[config.mk]
export PLATFORM = sky130hd
export DESIGN_NAME = tw_mem_slave
export DESIGN_NICKNAME = d
export VERILOG_FILES = /design/src/rtl/tw_pkg.sv /design/src/rtl/tw_bus_cond.sv /design/src/rtl/tw_addr_ptr.sv /design/src/rtl/tw_tx_shift.sv /design/src/rtl/tw_mem_slave.sv
export SDC_FILE = /design/constraint.sdc
export NUM_CORES = 1
export LEC_CHECK = 0
export ABC_AREA = 1
export BUFFER_PORTS_ARGS = -buffer_cell sky130_fd_sc_hd__buf_4
export CAP_MARGIN = 20
export CORE_ASPECT_RATIO = 1.1
export CORE_MARGIN = 2
export CORE_UTILIZATION = 64
export DETAILED_ROUTE_END_ITERATION = 12
export PLACE_DENSITY = 0.85
export SLEW_MARGIN = 15
export SYNTH_ARGS = -nofsm -noshare
export SYNTH_HDL_FRONTEND = slang
export SYNTH_SLANG_ARGS = --single-unit
export TNS_END_PERCENT = 20
[constraint.sdc]
create_clock -name clk -period 3.15 [get_ports clk]
set_input_delay 0.1575 -clock clk [delete_from_list [all_inputs] [get_ports clk]]
set_output_delay 0.1575 -clock clk [all_outputs]
set_load 0.05 [all_outputs]
[src/rtl/tw_pkg.sv]
package tw_pkg;

   typedef enum logic [2:0] {
      ST_IDLE,
      ST_DEV,
      ST_AHI,
      ST_ALO,
      ST_WDAT,
      ST_RDAT,
      ST_IGN
   } tw_state_e;

   localparam logic [3:0] TW_MEM_TYPE = 4'b1010;

endpackage

[src/rtl/tw_bus_cond.sv]
module tw_bus_cond (
   input  logic clk,
   input  logic rst_n,
   input  logic scl_i,
   input  logic sda_i,
   output logic scl_rise,
   output logic scl_fall,
   output logic start_det,
   output logic stop_det
);

   logic scl_q;
   logic sda_q;

   always_ff @(posedge clk or negedge rst_n) begin
      if (!rst_n) begin
         scl_q <= 1'b1;
         sda_q <= 1'b1;
      end else begin
         scl_q <= scl_i;
         sda_q <= sda_i;
      end
   end

   assign scl_rise  = scl_i & ~scl_q;
   assign scl_fall  = ~scl_i & scl_q;
   assign start_det = scl_i & scl_q & sda_q & ~sda_i;
   assign stop_det  = scl_i & scl_q & ~sda_q & sda_i;

endmodule

[src/rtl/tw_addr_ptr.sv]
module tw_addr_ptr #(
   parameter int ADDR_W    = 13,
   parameter int PAGE_BITS = 5
) (
   input  logic              clk,
   input  logic              rst_n,
   input  logic              load,
   input  logic [ADDR_W-1:0] load_val,
   input  logic              inc_wr,
   input  logic              inc_rd,
   output logic [ADDR_W-1:0] ptr
);

   localparam logic [ADDR_W-1:0] STEP = ADDR_W'(1);

   logic [ADDR_W-1:0] ptr_q;
   logic [ADDR_W-1:0] wr_next;

   generate
      if (PAGE_BITS > 0) begin : g_page
         localparam logic [PAGE_BITS-1:0] PSTEP = PAGE_BITS'(1);
         assign wr_next = {ptr_q[ADDR_W-1:PAGE_BITS], ptr_q[PAGE_BITS-1:0] + PSTEP};

         a_r5_page_kept: assert property (@(posedge clk) disable iff (!rst_n)
            (inc_wr && !load) |=> ptr_q[ADDR_W-1:PAGE_BITS] == $past(ptr_q[ADDR_W-1:PAGE_BITS]));
      end else begin : g_flat
         assign wr_next = ptr_q + STEP;
      end
   endgenerate

   always_ff @(posedge clk or negedge rst_n) begin
      if (!rst_n)       ptr_q <= '0;
      else if (load)    ptr_q <= load_val;
      else if (inc_wr)  ptr_q <= wr_next;
      else if (inc_rd)  ptr_q <= ptr_q + STEP;
   end

   assign ptr = ptr_q;

   a_r3_load_takes: assert property (@(posedge clk) disable iff (!rst_n)
      load |=> ptr_q == $past(load_val));

   a_r9_read_step: assert property (@(posedge clk) disable iff (!rst_n)
      (inc_rd && !load && !inc_wr) |=> ptr_q == $past(ptr_q) + STEP);

endmodule

[src/rtl/tw_tx_shift.sv]
module tw_tx_shift (
   input  logic       clk,
   input  logic       rst_n,
   input  logic       load,
   input  logic [7:0] load_val,
   input  logic       shift,
   output logic       cur_bit,
   output logic       nxt_bit
);

   logic [7:0] sr_q;

   always_ff @(posedge clk or negedge rst_n) begin
      if (!rst_n)     sr_q <= '0;
      else if (load)  sr_q <= load_val;
      else if (shift) sr_q <= {sr_q[6:0], 1'b0};
   end

   assign cur_bit = sr_q[7];
   assign nxt_bit = sr_q[6];

endmodule

[src/rtl/tw_mem_slave.sv]
module tw_mem_slave
   import tw_pkg::*;
#(
   parameter int         ADDR_W    = 13,
   parameter int         PAGE_BITS = 5,
   parameter int         RD_LAT    = 2,
   parameter logic [3:0] DEV_TYPE  = TW_MEM_TYPE
) (
   input  logic              clk,
   input  logic              rst_n,
   input  logic              scl_i,
   input  logic              sda_i,
   input  logic [2:0]        strap_i,
   input  logic              busy_i,
   input  logic              wp_nack_i,
   input  logic [7:0]        rd_data_i,
   output logic              sda_pull_o,
   output logic              wr_stb_o,
   output logic [7:0]        wr_data_o,
   output logic              rd_req_o,
   output logic [ADDR_W-1:0] acc_addr_o,
   output logic              stop_o
);

   localparam int         HI_W     = ADDR_W - 8;
   localparam logic [3:0] BIT_DONE = 4'd8;

   initial begin
      assert (ADDR_W >= 9 && ADDR_W <= 16) else $error("ADDR_W must lie in 9..16");
      assert (PAGE_BITS >= 0 && PAGE_BITS < ADDR_W) else $error("PAGE_BITS out of range");
      assert (RD_LAT >= 1 && RD_LAT <= 4) else $error("RD_LAT must lie in 1..4");
   end

   logic scl_rise, scl_fall, start_det, stop_det;

   tw_bus_cond u_cond (
      .clk       (clk),
      .rst_n     (rst_n),
      .scl_i     (scl_i),
      .sda_i     (sda_i),
      .scl_rise  (scl_rise),
      .scl_fall  (scl_fall),
      .start_det (start_det),
      .stop_det  (stop_det)
   );

   tw_state_e         st, nxt;
   logic [3:0]        cnt;
   logic              in_ack;
   logic [7:0]        rx_sr;
   logic [HI_W-1:0]   hi_q;
   logic              pull_q;
   logic              mack_q;
   logic              wr_stb_q;
   logic [7:0]        wr_data_q;
   logic              rd_req_q;
   logic [ADDR_W-1:0] acc_q;
   logic              stop_q;
   logic [RD_LAT-1:0] rd_pipe;

   logic              rx_phase, ack_pt, dev_ok;
   logic              ptr_load, ptr_inc_wr, rd_first, rd_more, rd_go, tx_shift;
   logic [ADDR_W-1:0] ptr;
   logic              tx_cur, tx_nxt;

   assign rx_phase   = (st == ST_DEV) || (st == ST_AHI) || (st == ST_ALO) || (st == ST_WDAT);
   assign ack_pt     = rx_phase && scl_fall && !in_ack && (cnt == BIT_DONE);
   assign dev_ok     = (rx_sr[7:4] == DEV_TYPE) && (rx_sr[3:1] == strap_i) && !busy_i;
   assign ptr_load   = ack_pt && (st == ST_ALO);
   assign ptr_inc_wr = ack_pt && (st == ST_WDAT) && !wp_nack_i;
   assign rd_first   = ack_pt && (st == ST_DEV) && dev_ok && rx_sr[0];
   assign rd_more    = (st == ST_RDAT) && in_ack && scl_rise && !sda_i;
   assign rd_go      = rd_first || rd_more;
   assign tx_shift   = (st == ST_RDAT) && scl_fall && !in_ack && (cnt != BIT_DONE);

   tw_addr_ptr #(
      .ADDR_W    (ADDR_W),
      .PAGE_BITS (PAGE_BITS)
   ) u_ptr (
      .clk      (clk),
      .rst_n    (rst_n),
      .load     (ptr_load),
      .load_val ({hi_q, rx_sr}),
      .inc_wr   (ptr_inc_wr),
      .inc_rd   (rd_go),
      .ptr      (ptr)
   );

   tw_tx_shift u_tx (
      .clk      (clk),
      .rst_n    (rst_n),
      .load     (rd_pipe[RD_LAT-1]),
      .load_val (rd_data_i),
      .shift    (tx_shift),
      .cur_bit  (tx_cur),
      .nxt_bit  (tx_nxt)
   );

   always_ff @(posedge clk or negedge rst_n) begin
      if (!rst_n) rd_pipe <= '0;
      else        rd_pipe <= (rd_pipe << 1) | RD_LAT'(rd_go);
   end

   always_ff @(posedge clk or negedge rst_n) begin
      if (!rst_n) begin
         st        <= ST_IDLE;
         nxt       <= ST_IDLE;
         cnt       <= '0;
         in_ack    <= 1'b0;
         rx_sr     <= '0;
         hi_q      <= '0;
         pull_q    <= 1'b0;
         mack_q    <= 1'b0;
         wr_stb_q  <= 1'b0;
         wr_data_q <= '0;
         rd_req_q  <= 1'b0;
         acc_q     <= '0;
         stop_q    <= 1'b0;
      end else begin
         wr_stb_q <= 1'b0;
         rd_req_q <= rd_go;
         stop_q   <= 1'b0;
         if (ptr_inc_wr || rd_go) acc_q <= ptr;

         if (stop_det) begin
            st     <= ST_IDLE;
            pull_q <= 1'b0;
            in_ack <= 1'b0;
            cnt    <= '0;
            stop_q <= 1'b1;
         end else if (start_det) begin
            st     <= ST_DEV;
            pull_q <= 1'b0;
            in_ack <= 1'b0;
            cnt    <= '0;
         end else begin
            case (st)
               ST_DEV, ST_AHI, ST_ALO, ST_WDAT: begin
                  if (scl_rise && !in_ack && cnt != BIT_DONE) begin
                     rx_sr <= {rx_sr[6:0], sda_i};
                     cnt   <= cnt + 4'd1;
                  end else if (ack_pt) begin
                     in_ack <= 1'b1;
                     if (st == ST_DEV) begin
                        if (dev_ok) begin
                           pull_q <= 1'b1;
                           nxt    <= rx_sr[0] ? ST_RDAT : ST_AHI;
                        end else begin
                           st <= ST_IGN;
                        end
                     end else if (st == ST_AHI) begin
                        pull_q <= 1'b1;
                        hi_q   <= rx_sr[HI_W-1:0];
                        nxt    <= ST_ALO;
                     end else if (st == ST_ALO) begin
                        pull_q <= 1'b1;
                        nxt    <= ST_WDAT;
                     end else begin
                        if (wp_nack_i) begin
                           st <= ST_IGN;
                        end else begin
                           pull_q    <= 1'b1;
                           wr_stb_q  <= 1'b1;
                           wr_data_q <= rx_sr;
                           nxt       <= ST_WDAT;
                        end
                     end
                  end else if (scl_fall && in_ack) begin
                     in_ack <= 1'b0;
                     st     <= nxt;
                     mack_q <= 1'b0;
                     if (nxt == ST_RDAT) begin
                        pull_q <= ~tx_cur;
                        cnt    <= 4'd1;
                     end else begin
                        pull_q <= 1'b0;
                        cnt    <= '0;
                     end
                  end
               end
               ST_RDAT: begin
                  if (scl_fall && !in_ack) begin
                     if (cnt != BIT_DONE) begin
                        pull_q <= ~tx_nxt;
                        cnt    <= cnt + 4'd1;
                     end else begin
                        pull_q <= 1'b0;
                        in_ack <= 1'b1;
                     end
                  end else if (scl_rise && in_ack) begin
                     mack_q <= ~sda_i;
                  end else if (scl_fall && in_ack) begin
                     in_ack <= 1'b0;
                     if (mack_q) begin
                        pull_q <= ~tx_cur;
                        cnt    <= 4'd1;
                     end else begin
                        pull_q <= 1'b0;
                        st     <= ST_IGN;
                     end
                  end
               end
               default: ;
            endcase
         end
      end
   end

   assign sda_pull_o = pull_q;
   assign wr_stb_o   = wr_stb_q;
   assign wr_data_o  = wr_data_q;
   assign rd_req_o   = rd_req_q;
   assign acc_addr_o = acc_q;
   assign stop_o     = stop_q;

   a_r1_idle_silent: assert property (@(posedge clk) disable iff (!rst_n)
      (st == ST_IDLE) |-> !pull_q);

   a_r2_ignore_silent: assert property (@(posedge clk) disable iff (!rst_n)
      (st == ST_IGN) |-> !pull_q);

   a_r2_foreign_type: assert property (@(posedge clk) disable iff (!rst_n)
      (ack_pt && st == ST_DEV && rx_sr[7:4] != DEV_TYPE) |=> (st == ST_IGN));

   a_r6_busy_no_ack: assert property (@(posedge clk) disable iff (!rst_n)
      (ack_pt && st == ST_DEV && busy_i) |=> !pull_q);

   a_r7_wp_no_store: assert property (@(posedge clk) disable iff (!rst_n)
      (ack_pt && st == ST_WDAT && wp_nack_i) |=> (!wr_stb_q && !pull_q));

   a_r8_drive_scl_low: assert property (@(posedge clk) disable iff (!rst_n)
      $rose(pull_q) |-> !scl_i);

   a_r8_read_change_low: assert property (@(posedge clk) disable iff (!rst_n)
      (st == ST_RDAT && !$stable(pull_q)) |-> !scl_i);

   a_r11_stop_pulse: assert property (@(posedge clk) disable iff (!rst_n)
      stop_det |=> (st == ST_IDLE && stop_q));

endmodule

# [Word-level counts from Yosys, hierarchy flattened]
# Index checks and enable logic that the tools add are counted.
[word_totals] regBits=75 out_inout_bits=25 wordCells=207
[classes] n_addsub=3 n_eq_ne=37 n_mux=80 bitwise_logic=21 n_reduce_logical=47
[ops] op="3-bit two-way mux" n=20
[ops] op="1-bit two-way mux" n=40
[ops] op="4-bit two-way mux" n=10
[ops] op="13-bit two-way mux" n=3
[ops] op="6-bit inequality test, second input constant" n=5
[ops] op="7-bit AND reduction" n=4
[ops] op="5-bit inequality test, second input constant" n=5
[ops] op="1-bit logical AND" n=22
[ops] op="4-bit inequality test, second input constant" n=5
[ops] op="8-bit two-way mux" n=2
[ops] op="13-bit by 1-bit adder with 13-bit output, second input constant" n=1
[ops] op="1-bit inverter" n=13
[ops] op="2-bit inequality test, second input constant" n=6
[ops] op="11-bit AND reduction" n=1
[ops] op="5-bit by 4-bit inequality test with 1-bit output, second input constant" n=2
[ops] op="3-bit == test, second input constant" n=3
[ops] op="9-bit AND reduction" n=1
[ops] op="4-bit == test, second input constant" n=2
[ops] op="8-bit inequality test, second input constant" n=1
[ops] op="4-bit one-hot mux with 2 select lines" n=1
[ops] op="4-bit AND reduction" n=2
[ops] op="8-bit AND reduction" n=1
[ops] op="1-bit AND" n=7
[ops] op="3-bit by 2-bit == test with 1-bit output, second input constant" n=2
[ops] op="other kinds (18)" n=29

# [Logic depth before layout (Yosys ltp)]
[depth] word_depth=14 ltp_mapped=12

# [Hierarchy]
# A second synthesis with hierarchy kept.
[unflattened] hier_cells=519 area_unflattened_um2=4070.2
[modules_own_cells] module="tw_mem_slave" n_inst=1 cells_per_inst=319 area_per_inst_um2=2646.3 seq_area_each_um2=1276.2
[modules_own_cells] module="tw_addr_ptr" n_inst=1 cells_per_inst=144 area_per_inst_um2=953.4 seq_area_each_um2=325.3
[modules_own_cells] module="tw_tx_shift" n_inst=1 cells_per_inst=43 area_per_inst_um2=376.6 seq_area_each_um2=200.2
[modules_own_cells] module="tw_bus_cond" n_inst=1 cells_per_inst=13 area_per_inst_um2=93.8 seq_area_each_um2=52.6

# [Worst setup path before layout]
# OpenSTA, ideal clock, no wires.
[synth_timing] path_type="register -> register" startpoint="register cnt[0]" endpoint="register u_ptr.ptr_q[0] (netlist: u_ptr.ptr[0])" setup_ps=117 t_arrival_ps=1607 setup_slack_ps=1426 path_stages_with_launch=13 path_buffers=1 synth_period_minus_slack_ps=1724 path_cell_list="dfrtp_1 inv_1 ha_1 nand3b_1 nor2_4 nand2_4 inv_2 nand3_2 buf_6 nand3_4 nand2_1 o21ai_1 inv_1"
[synth_between] elab_chain_cells=7
[synth_rtl] item="from (decl)" line_no="tw_mem_slave.sv:48" rtl="logic [3:0] cnt;"
[synth_rtl] item="from (signal assigned)" line_no="tw_mem_slave.sv:141" rtl="cnt <= cnt + 4'd1;"
[synth_rtl] item="from (signal assigned)" line_no="tw_mem_slave.sv:185" rtl="cnt <= cnt + 4'd1;"
[synth_rtl] item="4-bit == test *" line_no="tw_mem_slave.sv:67" rtl="assign ack_pt = rx_phase && scl_fall && !in_ack && (cnt == BIT_DONE);"
[synth_rtl] item="1-bit logical AND *" line_no="tw_mem_slave.sv:67"
[synth_rtl] item="1-bit logical AND (3 in series)" line_no="tw_mem_slave.sv:71" rtl="assign rd_first = ack_pt && (st == ST_DEV) && dev_ok && rx_sr[0];"
[synth_rtl] item="1-bit logical OR" line_no="tw_mem_slave.sv:73" rtl="assign rd_go = rd_first || rd_more;"
[synth_rtl] item="3-bit nonzero test (no line)"
[synth_rtl] item="to (signal assigned)" line_no="tw_addr_ptr.sv:33" rtl="else if (load) ptr_q <= load_val;"
[synth_rtl] item="to (signal assigned)" line_no="tw_addr_ptr.sv:34" rtl="else if (inc_wr) ptr_q <= wr_next;"
[synth_rtl] item="to (signal assigned)" line_no="tw_addr_ptr.sv:35" rtl="else if (inc_rd) ptr_q <= ptr_q + STEP;"
[synth_rtl] item="to (decl)" line_no="tw_addr_ptr.sv:16" rtl="logic [ADDR_W-1:0] ptr_q;"
# Mark *: on every way between the ends. The rest lies on a longest branch, timed or not. The select of a mux whose other input is x is not followed.
# A chain may end at the register's enable or synchronous reset.

# [Final worst setup path]
[layout_timing] startpoint="register cnt[0]" endpoint="register u_ptr.ptr_q[6] (netlist: u_ptr.ptr[6])"
[layout_between] elab_chain_cells=8
[layout_rtl] item="4-bit == test *" line_no="tw_mem_slave.sv:67"
[layout_rtl] item="1-bit logical AND *" line_no="tw_mem_slave.sv:67"
[layout_rtl] item="1-bit logical AND (3 in series)" line_no="tw_mem_slave.sv:71"
[layout_rtl] item="1-bit logical OR" line_no="tw_mem_slave.sv:73"
[layout_rtl] item="2-bit nonzero test (no line)"
[layout_rtl] item="2-bit AND reduction (no line)"
# Mark *: on every way between the ends. The rest lies on a longest branch, timed or not.

==> flow_metrics.tcl <==
set metrics [dict create \
    antennaDiodeCount 0 \
    tightest_slew_ps 920 \
    fin_hold_ws_ps 11.4 \
    synth.yosys.warnings 0 \
    grt_pass1_wl_um 16300 \
    synth_seq_cells 74 \
    hp-class "in2reg" \
    cp_cell_sequence "inv_1, ha_1, nand3b_1, nor2_4, nand2_1, buf_4, nand3_4, nand3_1, nand2_1, inv_1" \
    wirelength_um 9740 \
    power.leakage_nw 2.52 \
    cts_buffer_depth 2 \
    gp_congestion 0.920 \
    first_iter_violations 261 \
    critPathLaunchType "register" \
    rsz0062_at_grt "no" \
    start_util_pct 66.6 \
    synthesis.nets 571 \
    die_height_um 88.2 \
    status "completed" \
    viasPerCell 5.42 \
    drc_errors 0 \
    cap_violations 0 \
    path_delay_family "simple AND/OR/NAND/NOR gates" \
    synthCells 551 \
    nFillCells 451 \
    syn_to_final_growth_pct 15.0 \
    vias 3712 \
    firstDrtPassIters 6 \
    grt_max_degree 75 \
    worstPathMaxFanout 13 \
    min_period_over_period_pct 70.5 \
    cts_setup_buffers 0 \
    dieArea_sq_um 7100 \
    core-area_sq_um 6190 \
    final_cell_count_no_fill 685 \
    dpl.cell_count 664 \
    final_antenna_net_count 0 \
    final_util_pct 76.6 \
    fmax_mhz 450 \
    rows 30 \
    cp.arrival_ps 2480 \
    hold_depth 3 \
    synth.cell_area_sq_um 4120 \
    cts.reportedPaths.clkPinSlew_ps 90 \
    worstSetupPathDepth 10 \
    setup-tns-final_ps 0 \
    crit_required_ps 3410 \
    dp_hpwl_um 6920 \
    criticalPathCategory "reg2reg" \
    cts_buffers 9 \
    drive_gt1_share_pct 16.9 \
    relSlewSlack_pct 38.7 \
    gr-total-overflow 0 \
    io_pins 42 \
    worst_path_max_delay_cell "dfrtp_1" \
    htree_levels 3 \
    setup_viol 0 \
    nets 620 \
    post-place-ws_ps 990 \
    syn_avg_cell_area_sq_um 7.48 \
    min_period_ps 2220 \
    root_buffer "clkbuf_8" \
    cts_tree "built" \
    portBuffers 41 \
    ys_types 39 \
    r2r_cells 10 \
    insertion_delay_ps 360 \
    slowest_delay_ps 410 \
    vdd_ir_drop_max_v 0.000549 \
    path_buf_inv 3 \
    antenna_found_initial 0 \
    drv_slew 0 \
    dieWidth_um 80.5 \
    synth_seq_area_share_pct 45.0 \
    clock_skew_ps 13.9 \
    setup_slack_ps 930 \
    post_drt_wl_per_cell_um 14.2 \
    cts.sinks 74 \
    p_per_area_nw_per_um2 869 \
    hold_viol_final 0 \
    end_kind "register" \
    grt.total_usage_pct 30.5 \
    grt_pass1_vias 3539 \
]
## cells in the mapped netlist
master | count | share of area (%)
inv_1 | 88 | 8.0
o21a_1 | 1 | 0.18
or2_2 | 2 | 0.30
mux2i_1 | 1 | 0.24
o211ai_1 | 4 | 0.73
xnor2_1 | 2 | 0.42
o21ai_1 | 23 | 2.8
nand2_1 | 154 | 14
o21ai_2 | 11 | 2.3
nand3b_1 | 1 | 0.18
buf_4 | 1 | 0.18
buf_2 | 5 | 0.61
nor2_1 | 48 | 4.4
clkinv_1 | 2 | 0.18
nor2_4 | 3 | 0.82
buf_6 | 1 | 0.27
o31ai_1 | 1 | 0.18
a21oi_2 | 1 | 0.21
dfstp_2 | 2 | 1.3
nand3_2 | 3 | 0.73
inv_2 | 10 | 0.91
o22ai_1 | 1 | 0.15
nor3_2 | 2 | 0.49
nand2_2 | 1 | 0.15
nand2_4 | 2 | 0.55
a21oi_1 | 9 | 1.1
nand3_4 | 4 | 1.7
ha_1 | 3 | 0.91
dfrtp_1 | 72 | 44
nand3_1 | 32 | 3.9
o21bai_1 | 1 | 0.18
a31oi_1 | 1 | 0.15
xor2_1 | 6 | 1.3
nor2_2 | 3 | 0.46
nand4_1 | 11 | 1.7
nor3_1 | 5 | 0.61
clkbuf_1 | 2 | 0.18
o21ai_0 | 31 | 3.8
nor4_1 | 1 | 0.15
## what timing repair did
action,in CTS,in global routing
hold buffers,5,0
endpoints found under the hold margin,76,0
resized for setup,0,0
## worst min-delay path, delay by kind of cell
kind / cells / cell delay (ps)
buf+inv: 1 / 80
compound gates: 2 / 110
## path summary, 6_finish.rpt
path                               from       endpoint  slack, ps
max in group asynchronous         rst_n     sda_pull_o       2070
min in group asynchronous         rst_n  acc_addr_o[3]        460
max                              cnt[0]   u_ptr.ptr[6]        930
max reg2reg                      cnt[0]   u_ptr.ptr[6]        930
min reg2reg                  rd_pipe[0]     rd_pipe[1]        390
min                        rd_data_i[4]   u_tx.sr_q[4]         10
## sequential cells by signal, summed over array words and instances, names as in the netlist
| register | cells |
|---|---|
| wr_stb_o | 1 |
| u_tx.sr_q | 8 |
| hi_q | 5 |
| rd_pipe | 2 |
| in_ack | 1 |
| cnt | 4 |
| u_cond.sda_q | 1 |
| u_ptr.ptr | 13 |
| sda_pull_o | 1 |
| st | 3 |
| mack_q | 1 |
| acc_addr_o | 13 |
| u_cond.scl_q | 1 |
| nxt | 3 |
| rx_sr | 8 |
| stop_o | 1 |
| wr_data_o | 8 |
## placed cells by master, fill, tap and decap left out, drive strengths merged, types with 2 or more instances in the layout
cell type	netlist	layout
nand2	157	157
inv	98	102
dfrtp	72	72
o21ai	65	65
nor2	54	54
buf	7	42
nand3	39	39
nand4	11	11
a21oi	10	10
clkbuf	2	9
nor3	7	7
xor2	6	6
dlygate4sd3	0	5
o211ai	4	4
ha	3	3
or2	2	2
clkinv	2	2
xnor2	2	2
clkinvlp	0	2
dfstp	2	2
## cell families after synthesis
logic type	synth area share [%]
simple gates	30.1
buf+inv	10.3
compound gates	11.8
flops	45.0
xor+xnor	1.70
fa+ha+maj	0.910
mux	0.243
## metal layers
| metal | vias to the layer above | track usage (%) | part of all wire (%) |
|---|---|---|---|
| met4 | 0 | 11.6 | 2.7 |
| met2 | 131 | 53.6 | 51 |
| met5 | - | 0 | 0 |
| met1 | 1722 | 37.0 | 41 |
| li1 | 1830 | - | - |
| met3 | 29 | 5.98 | 5.1 |
## power breakdown
group          internal (mW)  switching, mW  leakage, nW
combinational          0.593           1.26         1.55
sequential              1.24          0.255        0.874
clock                  0.379          0.400       0.0988
total                   2.21           1.92         2.52
## through the flow
stage / total power, mW / area, sq um
after floorplan: 2.82 / 4120
after global placement: 3.28 / 4490
after detailed placement: 3.34 / 4490
after CTS: 4.13 / 4740
after global routing: 4.42 / 4740
final: 4.13 / 4740
## final cells by class
class / count / area [sq um] / area share, %
clock buffer: 9 / 124 / 2.61
sequential: 74 / 1850 / 39.1
inverter: 100 / 375 / 7.91
multi-input combinational: 368 / 1840 / 38.8
tap: 80 / 100 / 2.11
timing repair buffer: 47 / 365 / 7.70
clock inverter: 7 / 82.6 / 1.74
Power figures use the tool's default switching activity.
